File: config.mk
export PLATFORM = sky130hd
export DESIGN_NAME = pgm_bank_mapper
export DESIGN_NICKNAME = d
export VERILOG_FILES = /design/src/rtl/mapper_pkg.sv /design/src/rtl/mapper_cpu_decode.sv /design/src/rtl/mapper_regs.sv /design/src/rtl/mapper_prg_map.sv /design/src/rtl/mapper_chr_map.sv /design/src/rtl/pgm_bank_mapper.sv
export SDC_FILE = /design/constraint.sdc
export NUM_CORES = 1
export LEC_CHECK = 0
export BUFFER_PORTS_ARGS = -buffer_cell sky130_fd_sc_hd__buf_2
export CORE_MARGIN = 1
export CORE_UTILIZATION = 24
export CTS_CLUSTER_DIAMETER = 80
export DETAILED_ROUTE_END_ITERATION = 6
export PLACE_DENSITY = 0.46
export SLEW_MARGIN = 20
export SYNTH_ARGS = -nofsm -noshare
export SYNTH_HDL_FRONTEND = slang
export SYNTH_SLANG_ARGS = --single-unit
File: constraint.sdc
create_clock -name clk -period 4.4 [get_ports clk]
set_clock_uncertainty 0.15 [all_clocks]
set_input_delay 1.1 -clock clk [delete_from_list [all_inputs] [get_ports clk]]
set_output_delay 1.1 -clock clk [all_outputs]
set_load 0.01 [all_outputs]
File: src/rtl/mapper_pkg.sv
package mapper_pkg;

    localparam int BANK_W     = 8;   // width of a pattern slot
    localparam int PRG_SLOT_W = 6;   // width kept by program slots 6 and 7
    localparam int CHR_SLOTS  = 6;   // slots 0..5 feed the pattern side
    localparam int CHR_AW     = BANK_W + 10;

    // CPU space decoded on address bits 15:13
    typedef enum logic [2:0] {
        RGN_WRAM  = 3'b011,
        RGN_BANK  = 3'b100,
        RGN_LAYOUT = 3'b101
    } cpu_region_e;

    typedef struct packed {
        logic [2:0]                          slot_ptr;
        logic                                prg_swap;
        logic                                chr_swap;
        logic                                mirror_h;
        logic                                wram_on;
        logic                                wram_lock;
        logic [CHR_SLOTS-1:0][BANK_W-1:0]    chr_slot;
        logic [PRG_SLOT_W-1:0]               prg_s6;
        logic [PRG_SLOT_W-1:0]               prg_s7;
    } map_state_t;

endpackage

File: src/rtl/mapper_cpu_decode.sv
module mapper_cpu_decode
    import mapper_pkg::*;
(
    input  logic [2:0] addr_hi,
    input  logic       addr_lsb,
    input  logic       wr,
    output logic       ptr_wr,
    output logic       data_wr,
    output logic       mir_wr,
    output logic       guard_wr,
    output logic       wram_hit
);

    always_comb begin
        ptr_wr   = 1'b0;
        data_wr  = 1'b0;
        mir_wr   = 1'b0;
        guard_wr = 1'b0;
        wram_hit = 1'b0;
        case (addr_hi)
            RGN_WRAM:   wram_hit = 1'b1;
            RGN_BANK: begin
                ptr_wr  = wr & ~addr_lsb;
                data_wr = wr &  addr_lsb;
            end
            RGN_LAYOUT: begin
                mir_wr   = wr & ~addr_lsb;
                guard_wr = wr &  addr_lsb;
            end
            default: ;
        endcase
    end

endmodule

File: src/rtl/mapper_regs.sv
module mapper_regs
    import mapper_pkg::*;
(
    input  logic                               clk,
    input  logic                               rst_n,
    input  logic                               ptr_wr,
    input  logic                               data_wr,
    input  logic                               mir_wr,
    input  logic                               guard_wr,
    input  logic [7:0]                         wdata,
    output logic                               prg_swap,
    output logic                               chr_swap,
    output logic                               mirror_h,
    output logic                               wram_on,
    output logic                               wram_lock,
    output logic [CHR_SLOTS-1:0][BANK_W-1:0]   chr_slot,
    output logic [PRG_SLOT_W-1:0]              prg_s6,
    output logic [PRG_SLOT_W-1:0]              prg_s7
);

    map_state_t state_d, state_q;
    logic [BANK_W-1:0] chr_new [CHR_SLOTS];

    // the two 2 KB slots store an even bank number
    for (genvar i = 0; i < CHR_SLOTS; i++) begin : g_slot_fmt
        if (i < 2) begin : g_pair
            assign chr_new[i] = {wdata[BANK_W-1:1], 1'b0};
        end else begin : g_single
            assign chr_new[i] = wdata[BANK_W-1:0];
        end
    end

    always_comb begin
        state_d = state_q;
        if (ptr_wr) begin
            state_d.slot_ptr = wdata[2:0];
            state_d.prg_swap = wdata[6];
            state_d.chr_swap = wdata[7];
        end
        if (data_wr) begin
            case (state_q.slot_ptr)
                3'd0: state_d.chr_slot[0] = chr_new[0];
                3'd1: state_d.chr_slot[1] = chr_new[1];
                3'd2: state_d.chr_slot[2] = chr_new[2];
                3'd3: state_d.chr_slot[3] = chr_new[3];
                3'd4: state_d.chr_slot[4] = chr_new[4];
                3'd5: state_d.chr_slot[5] = chr_new[5];
                3'd6: state_d.prg_s6 = wdata[PRG_SLOT_W-1:0];
                default: state_d.prg_s7 = wdata[PRG_SLOT_W-1:0];
            endcase
        end
        if (mir_wr) begin
            state_d.mirror_h = wdata[0];
        end
        if (guard_wr) begin
            state_d.wram_on   = wdata[7];
            state_d.wram_lock = wdata[6];
        end
    end

    always_ff @(posedge clk) begin
        if (!rst_n) begin
            state_q <= '0;
        end else begin
            state_q <= state_d;
        end
    end

    assign prg_swap  = state_q.prg_swap;
    assign chr_swap  = state_q.chr_swap;
    assign mirror_h  = state_q.mirror_h;
    assign wram_on   = state_q.wram_on;
    assign wram_lock = state_q.wram_lock;
    assign chr_slot  = state_q.chr_slot;
    assign prg_s6    = state_q.prg_s6;
    assign prg_s7    = state_q.prg_s7;

endmodule

File: src/rtl/mapper_prg_map.sv
module mapper_prg_map
    import mapper_pkg::*;
#(
    parameter int PRG_BANKS = 64,
    localparam int IDX_W    = $clog2(PRG_BANKS)
) (
    input  logic [14:0]           cpu_addr,
    input  logic                  prg_swap,
    input  logic [PRG_SLOT_W-1:0] prg_s6,
    input  logic [PRG_SLOT_W-1:0] prg_s7,
    output logic [IDX_W+12:0]     prg_addr
);

    localparam logic [IDX_W-1:0] LAST_BANK   = IDX_W'(PRG_BANKS - 1);
    localparam logic [IDX_W-1:0] SECOND_BANK = IDX_W'(PRG_BANKS - 2);

    logic [IDX_W-1:0] bank;

    always_comb begin
        case (cpu_addr[14:13])
            2'd0:    bank = prg_swap ? SECOND_BANK : prg_s6[IDX_W-1:0];
            2'd1:    bank = prg_s7[IDX_W-1:0];
            2'd2:    bank = prg_swap ? prg_s6[IDX_W-1:0] : SECOND_BANK;
            default: bank = LAST_BANK;
        endcase
    end

    assign prg_addr = {bank, cpu_addr[12:0]};

endmodule

File: src/rtl/mapper_chr_map.sv
module mapper_chr_map
    import mapper_pkg::*;
(
    input  logic [12:0]                       ppu_addr,
    input  logic                              chr_swap,
    input  logic [CHR_SLOTS-1:0][BANK_W-1:0]  chr_slot,
    output logic [CHR_AW-1:0]                 chr_addr
);

    logic [2:0]        kb;
    logic [BANK_W-1:0] bank;

    always_comb begin
        kb = ppu_addr[12:10] ^ {chr_swap, 2'b00};
        if (!kb[2]) begin
            // 2 KB window: slot is even, address bit 10 fills the low bit
            bank = (kb[1] ? chr_slot[1] : chr_slot[0])
                 | {{(BANK_W-1){1'b0}}, ppu_addr[10]};
        end else begin
            case (kb[1:0])
                2'd0:    bank = chr_slot[2];
                2'd1:    bank = chr_slot[3];
                2'd2:    bank = chr_slot[4];
                default: bank = chr_slot[5];
            endcase
        end
    end

    assign chr_addr = {bank, ppu_addr[9:0]};

endmodule

File: src/rtl/pgm_bank_mapper.sv
module pgm_bank_mapper
    import mapper_pkg::*;
#(
    parameter int PRG_BANKS = 64
) (
    input  logic                           clk,
    input  logic                           rst_n,
    input  logic [15:0]                    cpu_addr,
    input  logic                           cpu_wr,
    input  logic [7:0]                     cpu_wdata,
    input  logic [12:0]                    ppu_addr,
    output logic [$clog2(PRG_BANKS)+12:0]  prg_addr,
    output logic [CHR_AW-1:0]              chr_addr,
    output logic                           ram_ce,
    output logic                           ram_we,
    output logic                           open_bus,
    output logic                           mirror_horiz
);

    localparam int PRG_IDX_W = $clog2(PRG_BANKS);

    logic ptr_wr, data_wr, mir_wr, guard_wr, wram_hit;
    logic prg_swap, chr_swap, mirror_h, wram_on, wram_lock;
    logic [CHR_SLOTS-1:0][BANK_W-1:0] chr_slot;
    logic [PRG_SLOT_W-1:0] prg_s6, prg_s7;

    mapper_cpu_decode i_decode (
        .addr_hi  (cpu_addr[15:13]),
        .addr_lsb (cpu_addr[0]),
        .wr       (cpu_wr),
        .ptr_wr   (ptr_wr),
        .data_wr  (data_wr),
        .mir_wr   (mir_wr),
        .guard_wr (guard_wr),
        .wram_hit (wram_hit)
    );

    mapper_regs i_regs (
        .clk       (clk),
        .rst_n     (rst_n),
        .ptr_wr    (ptr_wr),
        .data_wr   (data_wr),
        .mir_wr    (mir_wr),
        .guard_wr  (guard_wr),
        .wdata     (cpu_wdata),
        .prg_swap  (prg_swap),
        .chr_swap  (chr_swap),
        .mirror_h  (mirror_h),
        .wram_on   (wram_on),
        .wram_lock (wram_lock),
        .chr_slot  (chr_slot),
        .prg_s6    (prg_s6),
        .prg_s7    (prg_s7)
    );

    mapper_prg_map #(.PRG_BANKS(PRG_BANKS)) i_prg (
        .cpu_addr (cpu_addr[14:0]),
        .prg_swap (prg_swap),
        .prg_s6   (prg_s6),
        .prg_s7   (prg_s7),
        .prg_addr (prg_addr)
    );

    mapper_chr_map i_chr (
        .ppu_addr (ppu_addr),
        .chr_swap (chr_swap),
        .chr_slot (chr_slot),
        .chr_addr (chr_addr)
    );

    assign ram_ce       = wram_hit & wram_on;
    assign open_bus     = wram_hit & ~wram_on;
    assign ram_we       = wram_hit & wram_on & ~wram_lock & cpu_wr;
    assign mirror_horiz = mirror_h;

endmodule

======== Yosys cells after proc, flatten, opt, wreduce, memory -nomap -nowiden ========
Index checks and enable logic that the tools add are counted.
operators by class
  equal/unequal tests ..................... 13
  multiplexer cells ....................... 11
  reductions and logical operators ........ 12
  bitwise gates (word level) .............. 12
operators with widths
  cell                count
  $pmux 8 s3          1
  $pmux 6 s3          1
  $mux 8              2
  $reduce_and 2->1    8
  $eq 3x3->1 const B  5
  $mux 6              2
  $eq 3x2->1 const B  3
  $or 8x1->8          1
  $reduce_or 7->1     1
  $and 1x1->1         6
  $mux 1              5
  $eq 2x1->1 const B  2
  $eq 2x2->1 const B  2
  $logic_not 2->1     2
  $not 1->1           4
  $eq 3x1->1 const B  1
  $logic_not 3->1     1
  $xor 3x3->3         1
word-level totals
  bits of input ports ..................... 40
  output and inout bits ................... 41
  register bits after elaboration ......... 66
  logic and storage cells ................. 62

======== Longest topological paths before layout ========
Gate-level depths: netlist (run 1).
  depth in word-level cells ............... 5
  depth in mapped cells ................... 6
  depth with buffers taken out ............ 3

======== By module ========
Synthesis (run 1) repeated with hierarchy kept, for this count alone.
unflattened totals
  cells, all modules ...................... 393
  area, all modules ....................... 3,763.6 µm²
modules (own cells, without submodules)
  module             sequential area each (µm²)  area each (µm²)  cells an instance  instances
  mapper_regs        1,321.3                     2,910.3          294                1
  mapper_chr_map     0.0                         456.7            48                 1
  mapper_prg_map     0.0                         315.3            39                 1
  mapper_cpu_decode  0.0                         55.1             9                  1
  pgm_bank_mapper    0.0                         26.3             3                  1

======== Worst setup path after synthesis (run 1) ========
No wires, ideal clock.
  path kind ............................... in2out
  start point ............................. input ppu_addr[11]
  end point ............................... output chr_addr[16]
  arrival time ............................ 2.318 ns
  required time ........................... 3.150 ns
  buffers on the path ..................... 2
  path slack .............................. 0.832 ns
  stages on the path ...................... 5
  cells stage by stage .................... clkbuf_1 > buf_1 > mux4_2 > nand2_1 > o21ai_0
on the way
  word-level cells in the longest chain between the ends .. 4
  elaborated cells on any way between the ends .. 8
  classes of those cells .................. 2 x eq/ne; 3 x mux; 2 x bitwise; 1 x reduce/logical
ends and longest elaborated chain
  what                                             RTL line                                    source
  from (decl)                                      pgm_bank_mapper.sv:11                       input logic [12:0] ppu_addr,
  $xor 3x3->3 (*)                                  mapper_chr_map.sv:14                        kb = ppu_addr[12:10] ^ {chr_swap, 2'b00};
  $eq 2x2->1, or another cell as far along         mapper_chr_map.sv:20                        case (kb[1:0])
  $pmux 8 s3 / $or 8x1->8 (equally long branches)  mapper_chr_map.sv:20, mapper_chr_map.sv:18
  $mux 8 (*)                                       mapper_chr_map.sv:15                        if (!kb[2]) begin
  to (decl)                                        pgm_bank_mapper.sv:13                       output logic [CHR_AW-1:0] chr_addr,
Every way passes the cells marked *; elsewhere a longest branch is shown, timed or not.

======== Final worst setup path (run 1) ========
  start point ............................. input ppu_addr[10]
  end point ............................... output chr_addr[11]
on the way
  word-level cells in the longest chain between the ends .. 4
  elaborated cells on any way between the ends .. 6
  classes of those cells .................. 2 x eq/ne; 2 x mux; 1 x bitwise; 1 x reduce/logical
ends and longest elaborated chain
  what                                      RTL line
  $xor 3x3->3 (*)                           mapper_chr_map.sv:14
  $eq 2x2->1, or another cell as far along  mapper_chr_map.sv:20
  $pmux 8 s3 (*)                            mapper_chr_map.sv:20
  $mux 8 (*)                                mapper_chr_map.sv:15
Marks and branches as above.

==> summary.txt, run 1 <==
Finish
  – Most common cell after layout, fill and taps aside: nand2_1
  – Diodes inserted: 0
  – Share of layout cells above drive strength 1: 19.35%
  – Area of the multi-input gates: 1551 µm²
  – Area grow syn2layout: 14.23%
  – Final Util: 28.27%
  – Fill count: 1360
  – Non-filler cells, final: 513
  – Fin nets: 377
  – FF/Latch Area: 1321 µm²
  – Most frequent cells in the layout: nand2_1, mux2i_1, dfxtp_1, buf_2, o21ai_0
  – Design Area, Final: 3596 µm²

Pwr
  – Total power: 0.001410 W
  – Combinational share of power: 5.8%
  – Clock Power Share: 51.6%
  – Reg power frac: 42.6%
  – Static leakage: 1.358 nW
  – Peak VDD IR: 0.0001954 V
  – Sw Ratio: 21.52%
  – PD cells: 392.2 nW/µm²
  – Pint: 0.001107 W
  – Psw: 0.0003035 W

Yosys
  – Main flop type after synthesis: dfxtp_1
  – FF+latch count, synth: 66
  – Mean Syn Cell Area: 9.482 µm²
  – EDFF count, synth: 0
  – Sequential share of the synthesized area: 41.97%
  – Cells after Synth: 332
  – Yosys top cell area share: 41.97%
  – Synth Net Count: 372
  – Syn Std Cell Area: 3148 µm²
  – Yosys warns: 0
  – Main area contributors after synthesis: dfxtp_1, mux2i_1, nand2_1, buf_4, mux4_2
  – Synth cell types: 36
  – Yosys top cell by area: dfxtp_1
  – Synth async-reset ratio: 0%

Worst setup path
  – Worst r2r src: i_regs.state_q[67]
  – WP data required: 3.15 ns
  – Setup crit end kind: primary output
  – Crit Path Max Fanout: 11
  – CP Launch Type: input pin
  – Crit-path cells: buf_2 > mux4_2 > nand2_1 > o21ai_0 > buf_2
  – Crit-path most repeated cell: buf_2
  – Kind of critical path: in2out
  – Crit-path slowest cell: mux4_2
  – R2R Path End: i_regs.chr_slot[3]
  – Worst R2R Setup Slack: 2.33 ns
  – Worst EP arrival: 2.31 ns
  – Slowest stage delay, CP: 0.58 ns
  – Reg2Reg Depth: 3

Outcome
  – Status: completed

Detailed routing
  – DRC Markers: 0
  – Via count: 2315
  – Drt first pass iters: 4
  – DRT antenna net count: 0
  – Final Routed Wirelength: 7.597 mm
  – First DRT Iteration DRCs: 144
  – DR WL/cell: 14.81 µm
  – Vias per cell: 4.513

STA
  – Final-report max-slew violation count: 0
  – Fmax: 0.2811 GHz
  – Final min period: 3.557 ns
  – Worst slew pin tran: 1.058 ns
  – Final setup viols: 0
  – RSZ-0062 raised after global routing: false
  – Final Hold Fails: 0
  – Slew headroom: 29.17%
  – Setup TNS: 0 ns
  – Fin crit share: 80.84%

GRT
  – Initial antenna violation count: 0
  – GRT Resource Usage Total: 11.90%
  – First-pass GRT wire length: 11.82 mm
  – Largest net degree at the start of global routing: 53
  – Grt total ovfl: 0
  – Vias in the first global route: 2207

Floorplanning
  – Die width: 116.5 µm
  – Core Box Area: 12720 µm²
  – Die height: 116.5 µm
  – Ports: 81
  – Row count: 41
  – Initial Util: 24.74%
  – Die Area: 13580 µm²

Clocking
  – CTS buffer count: 9
  – Setup Buffers After CTS: 0
  – CTS sink count: 66
  – PostCTS Resize Cnt: 0
  – Worst-Skew Late Latency: 0.33 ns
  – TritonCTS clock tree: yes
  – Hold_buf cts: 0
  – Max clock buf depth: 2
  – Root Buffer: clkbuf_16
  – Clock Pin Slew Worst Setup and Hold Paths: 0.05 ns
  – H-tree lvl count: 3

Placement
  – Placement-stage cell area: 3291 µm²
  – GP Congestion: 0.7343
  – Cells after DPL: 498
  – Dpl hpwl: 5.328 mm
  – # port buffers: 36

Hold path
  – Hold Crit Class: reg2reg
  – Hold path cells: 2
  – Hold Path Origin: i_regs.chr_slot[46]
  – Worst hold endpoint: i_regs.chr_slot[46]

Run
  – Max-cap check violation count: 0
==> through the flow <==
stage                     worst slack, ns  hold WS [ns]
after floorplan                    0.8323        0.2813
after global placement             0.8429        0.2903
after detailed placement           0.8031        0.2975
after CTS                          0.8033        0.3065
after global routing               0.6938        0.3173
final                              0.8428        0.3054
==> layout make-up <==
type,count,area share [%]
Clock buffer,13,7.516
Clock inverter,2,0.9743
Inverter,2,0.2088
Multi-Input combinational cell,220,43.15
Sequential cell,66,36.74
Tap cell,172,5.985
Timing Repair Buffer,38,5.428
==> how the worst max path moves through the flow <==
stage                       startpoint      endpoint  depth (start not counted)
final                     ppu_addr[10]  chr_addr[11]                          5
after global routing      ppu_addr[10]  chr_addr[12]                          5
after CTS                 ppu_addr[10]  chr_addr[11]                          5
after detailed placement  ppu_addr[10]  chr_addr[11]                          5
after global placement    ppu_addr[10]  chr_addr[14]                          5
after floorplan           ppu_addr[11]  chr_addr[16]                          5
==> cells in the mapped netlist (2+ instances only) <==
library cell,number
nand2_1,76
dfxtp_1,66
mux2i_1,66
buf_4,23
o21ai_0,17
clkbuf_1,14
nand3_1,9
a21oi_1,8
mux4_2,7
nor2_1,5
o22a_1,5
buf_1,4
nand4_1,3
and2_1,2
and3b_1,2
buf_6,2
inv_1,2
nor2_2,2
nor3_1,2
==> power groups by stage <==
stage | Clock, W | Combinational [W] | Sequential [W]
floorplan | 0 | 0.0000732 | 0.000613
global placement | 0 | 0.0000824 | 0.000614
detailed placement | 0 | 0.0000826 | 0.000614
CTS | 0.000744 | 0.0000829 | 0.000601
global route | 0.000775 | 0.0000891 | 0.000601
finish | 0.000728 | 0.0000812 | 0.000601
==> per-layer routing <==
metal / global-route usage [%] / routed length [µm] / vias up
li1: - / - / 1140
met1: 14.78 / 3603 / 1112
met2: 19.01 / 3472 / 53
met3: 2.698 / 363 / 10
met4: 6.667 / 157 / 0
met5: 0 / 0 / -
==> worst max-delay path, delay by kind of cell <==
| kind | cells | cell delay [ns] |
|---|---|---|
| multiplexers | 1 | 0.58 |
| AND/OR/NAND/NOR | 1 | 0.08 |
| buffers and inverters | 2 | 0.47 |
| AO/OA/AOI/OAI | 1 | 0.08 |
==> cell families (layout without fill, tap and decap cells) <==
family                 Yosys count  in the layout  share of synthesized area (%)
AND/OR/NAND/NOR                113            113                          16.85
XOR/XNOR                         1              1                         0.2783
flip-flops                      66             66                          41.97
buffers and inverters           46             55                          8.744
AO/OA/AOI/OAI                   33             33                          6.161
multiplexers                    73             73                          25.99
==> sequential cells by signal (all words and copies together), names as in the netlist <==
register / count
i_regs.chr_slot: 46
i_regs.chr_swap: 1
i_regs.mirror_h: 1
i_regs.prg_s6: 6
i_regs.prg_s7: 6
i_regs.prg_swap: 1
i_regs.state_q: 3
i_regs.wram_lock: 1
i_regs.wram_on: 1
Power figures use the tool's default switching activity.
==> run 2, diff against run 1 <==
==> constraint.sdc (replaced) <==
create_clock -name clk -period 3.4 [get_ports clk]
set_clock_uncertainty 0.15 [all_clocks]
set_input_delay 0.85 -clock clk [delete_from_list [all_inputs] [get_ports clk]]
set_output_delay 0.85 -clock clk [all_outputs]
set_load 0.01 [all_outputs]
==> summary.txt, run 2 (synthesis gave the netlist of run 1 again) <==
Outcome
  – Status: completed (unchanged)

Clocking
  – Worst-Skew Late Latency: 0.32 ns (was 0.33 ns)
  – Clock Pin Slew Worst Setup and Hold Paths: 0.05 ns (about the same)
  – CTS sink count: 66 (unchanged)
  – Setup Buffers After CTS: 0 (unchanged)
  – CTS buffer count: 9 (unchanged)
  – PostCTS Resize Cnt: 0 (unchanged)
  – H-tree lvl count: 3 (unchanged)
  – Hold_buf cts: 0 (unchanged)
  – TritonCTS clock tree: yes (unchanged)
  – Root Buffer: clkbuf_16 (unchanged)
  – Max clock buf depth: 2 (unchanged)

Worst setup path
  – CP Launch Type: input pin (unchanged)
  – Kind of critical path: in2out (unchanged)
  – CP bufs+invs: 2 (unchanged)
  – Slowest stage delay, CP: 0.55 ns (was 0.58 ns)
  – Setup crit end kind: primary output (unchanged)
  – Crit-path most repeated cell: buf_2 (unchanged)
  – Crit Path Max Fanout: 11 (unchanged)
  – Worst EP arrival: 2.03 ns (was 2.31 ns)
  – WP data required: 2.40 ns (was 3.15 ns)
  – Crit-path cells: buf_2 > mux4_2 > nand2_1 > o21ai_0 > buf_2 (unchanged)
  – Crit-path slowest cell: mux4_2 (unchanged)
  – Crit-path leading delay family: multiplexers (unchanged)

STA
  – RSZ-0062 raised after global routing: false (unchanged)
  – Setup ws final: 0.3662 ns (was 0.8428 ns)
  – Final setup viols: 0 (unchanged)
  – Final min period: 3.034 ns
  – Final-report max-slew violation count: 0 (unchanged)
  – Setup TNS: 0 ns (unchanged)
  – Worst slew pin tran: 0.7021 ns (was 1.058 ns)
  – Final Hold Fails: 0 (unchanged)
  – Slew headroom: 52.94% (was 29.17%)
  – Fin crit share: 89.23%
  – Fmax: 0.3296 GHz
  – Hold WS: 0.3048 ns (was 0.3054 ns)

Finish
  – Area grow syn2layout: 14.11% (was 14.23%)
  – Most common cell after layout, fill and taps aside: nand2_1 (unchanged)
  – Fin nets: 379 (was 377)
  – Fill count: 1378 (was 1360)
  – Share of layout cells above drive strength 1: 19.53% (was 19.35%)
  – Diodes inserted: 0 (unchanged)
  – Max FFs per register: 46 (unchanged)
  – Most frequent cells in the layout: nand2_1, mux2i_1, dfxtp_1, buf_2, o21ai_0 (unchanged)

Pwr
  – PD cells: 497.3 nW/µm² (was 392.2 nW/µm²)
  – Peak VDD IR: 0.0002170 V (was 0.0001954 V)
  – Psw: 0.0003951 W (was 0.0003035 W)
  – Clock Power Share: 50.5% (was 51.6%)
  – Sw Ratio: 22.12% (was 21.52%)
  – Combinational share of power: 5.9% (was 5.8%)
  – Pint: 0.001391 W (was 0.001107 W)
  – Reg power frac: 43.6% (was 42.6%)
  – Static leakage: 1.360 nW (was 1.358 nW)

Floorplanning
  – Ports: 81 (unchanged)
  – Initial Util: 24.74% (unchanged)
  – Die height: 116.5 µm (unchanged)
  – Core Box Area: 12720 µm² (unchanged)
  – Row count: 41 (unchanged)
  – Die width: 116.5 µm (unchanged)
  – Die Area: 13580 µm² (unchanged)

Detailed routing
  – Final Routed Wirelength: 7.643 mm (was 7.597 mm)
  – DRT antenna net count: 0 (unchanged)
  – Drt first pass iters: 4 (unchanged)
  – First DRT Iteration DRCs: 116 (was 144)
  – DRC Markers: 0 (unchanged)
  – Vias per cell: 4.464 (was 4.513)
  – Via count: 2299 (was 2315)
  – DR WL/cell: 14.84 µm (was 14.81 µm)

Placement
  – # port buffers: 36 (unchanged)
  – Dpl hpwl: 5.353 mm (was 5.328 mm)
  – GP Congestion: 0.7301 (was 0.7343)
  – Post-Place Worst Slack: 0.3401 ns (was 0.8031 ns)

GRT
  – GRT Resource Usage Total: 12.15% (was 11.90%)
  – Initial antenna violation count: 1 (was 0)
  – Vias in the first global route: 2253 (was 2207)
  – Largest net degree at the start of global routing: 41 (was 53)
  – Grt total ovfl: 0 (unchanged)
  – First-pass GRT wire length: 12.24 mm (was 11.82 mm)

Hold path
  – Hold Crit Class: reg2reg (unchanged)

Run
  – Max-cap check violation count: 0 (unchanged)
run 2: cell types whose count changed in the layout (fill, tap and decap cells not counted), sizes merged:
cell    delta
clkinv     +1
buf        +2
clkbuf     -1
run 2: through the flow:
step	instances	utilization [%]	area (µm²)	total power, W
global placement	500	25.98	3306	0.0009019
detailed placement	500	25.98	3306	0.0009021
floorplan	332	-	3148	0.0008886
CTS	515	28.24	3592	0.001807
global route	515	28.24	3592	0.001851
finish	515	28.24	3592	0.001786
run 2: final cells by class:
class                      instances  area, µm²  share of cell area, %
multi-input combinational        220       1551                  43.19
sequential                        66       1321                  36.78
clock buffer                      12      246.5                  6.862
tap                              172      215.2                  5.991
timing repair buffer              40      210.2                  5.852
clock inverter                     3      40.04                  1.115
inverter                           2      7.507                 0.2090
run 2: tightest hold or removal path: cells and delay by family, from the launching register on:
family           cells  cell delay (ns)
muxes                1             0.05
and+or+nand+nor      1             0.05
DFF                  1             0.30
run 2: worst paths after layout:
check	from	end	slack [ns]	cells past startpoint
max	ppu_addr[10]	chr_addr[13]	0.37	5
min reg2reg	i_regs.chr_slot[46]	i_regs.chr_slot[46]	0.30	2
max reg2reg	i_regs.state_q[67]	i_regs.chr_slot[3]	1.32	3
min	i_regs.chr_slot[46]	i_regs.chr_slot[46]	0.30	2
run 2: power by group through the flow:
stage | sequential, W | clock, W | combinational, W
2_1_floorplan | 0.000794 | 0 | 0.0000948
3_3_place_gp | 0.000794 | 0 | 0.000107
3_5_place_dp | 0.000794 | 0 | 0.000108
4_1_cts | 0.000778 | 0.000921 | 0.000108
5_1_grt | 0.000778 | 0.000956 | 0.000117
6_report | 0.000778 | 0.000902 | 0.000106
run 2: layer usage:
| layer | wire, µm | global-route usage [%] | part of all wire (%) | vias to the layer above |
|---|---|---|---|---|
| met5 | 13 | 0 | 0.17 | - |
| met4 | 128 | 5.148 | 1.7 | 2 |
| met3 | 362 | 2.854 | 4.7 | 11 |
| met2 | 3658 | 20.39 | 48 | 37 |
| met1 | 3479 | 14.87 | 46 | 1114 |
| li1 | - | - | - | 1135 |
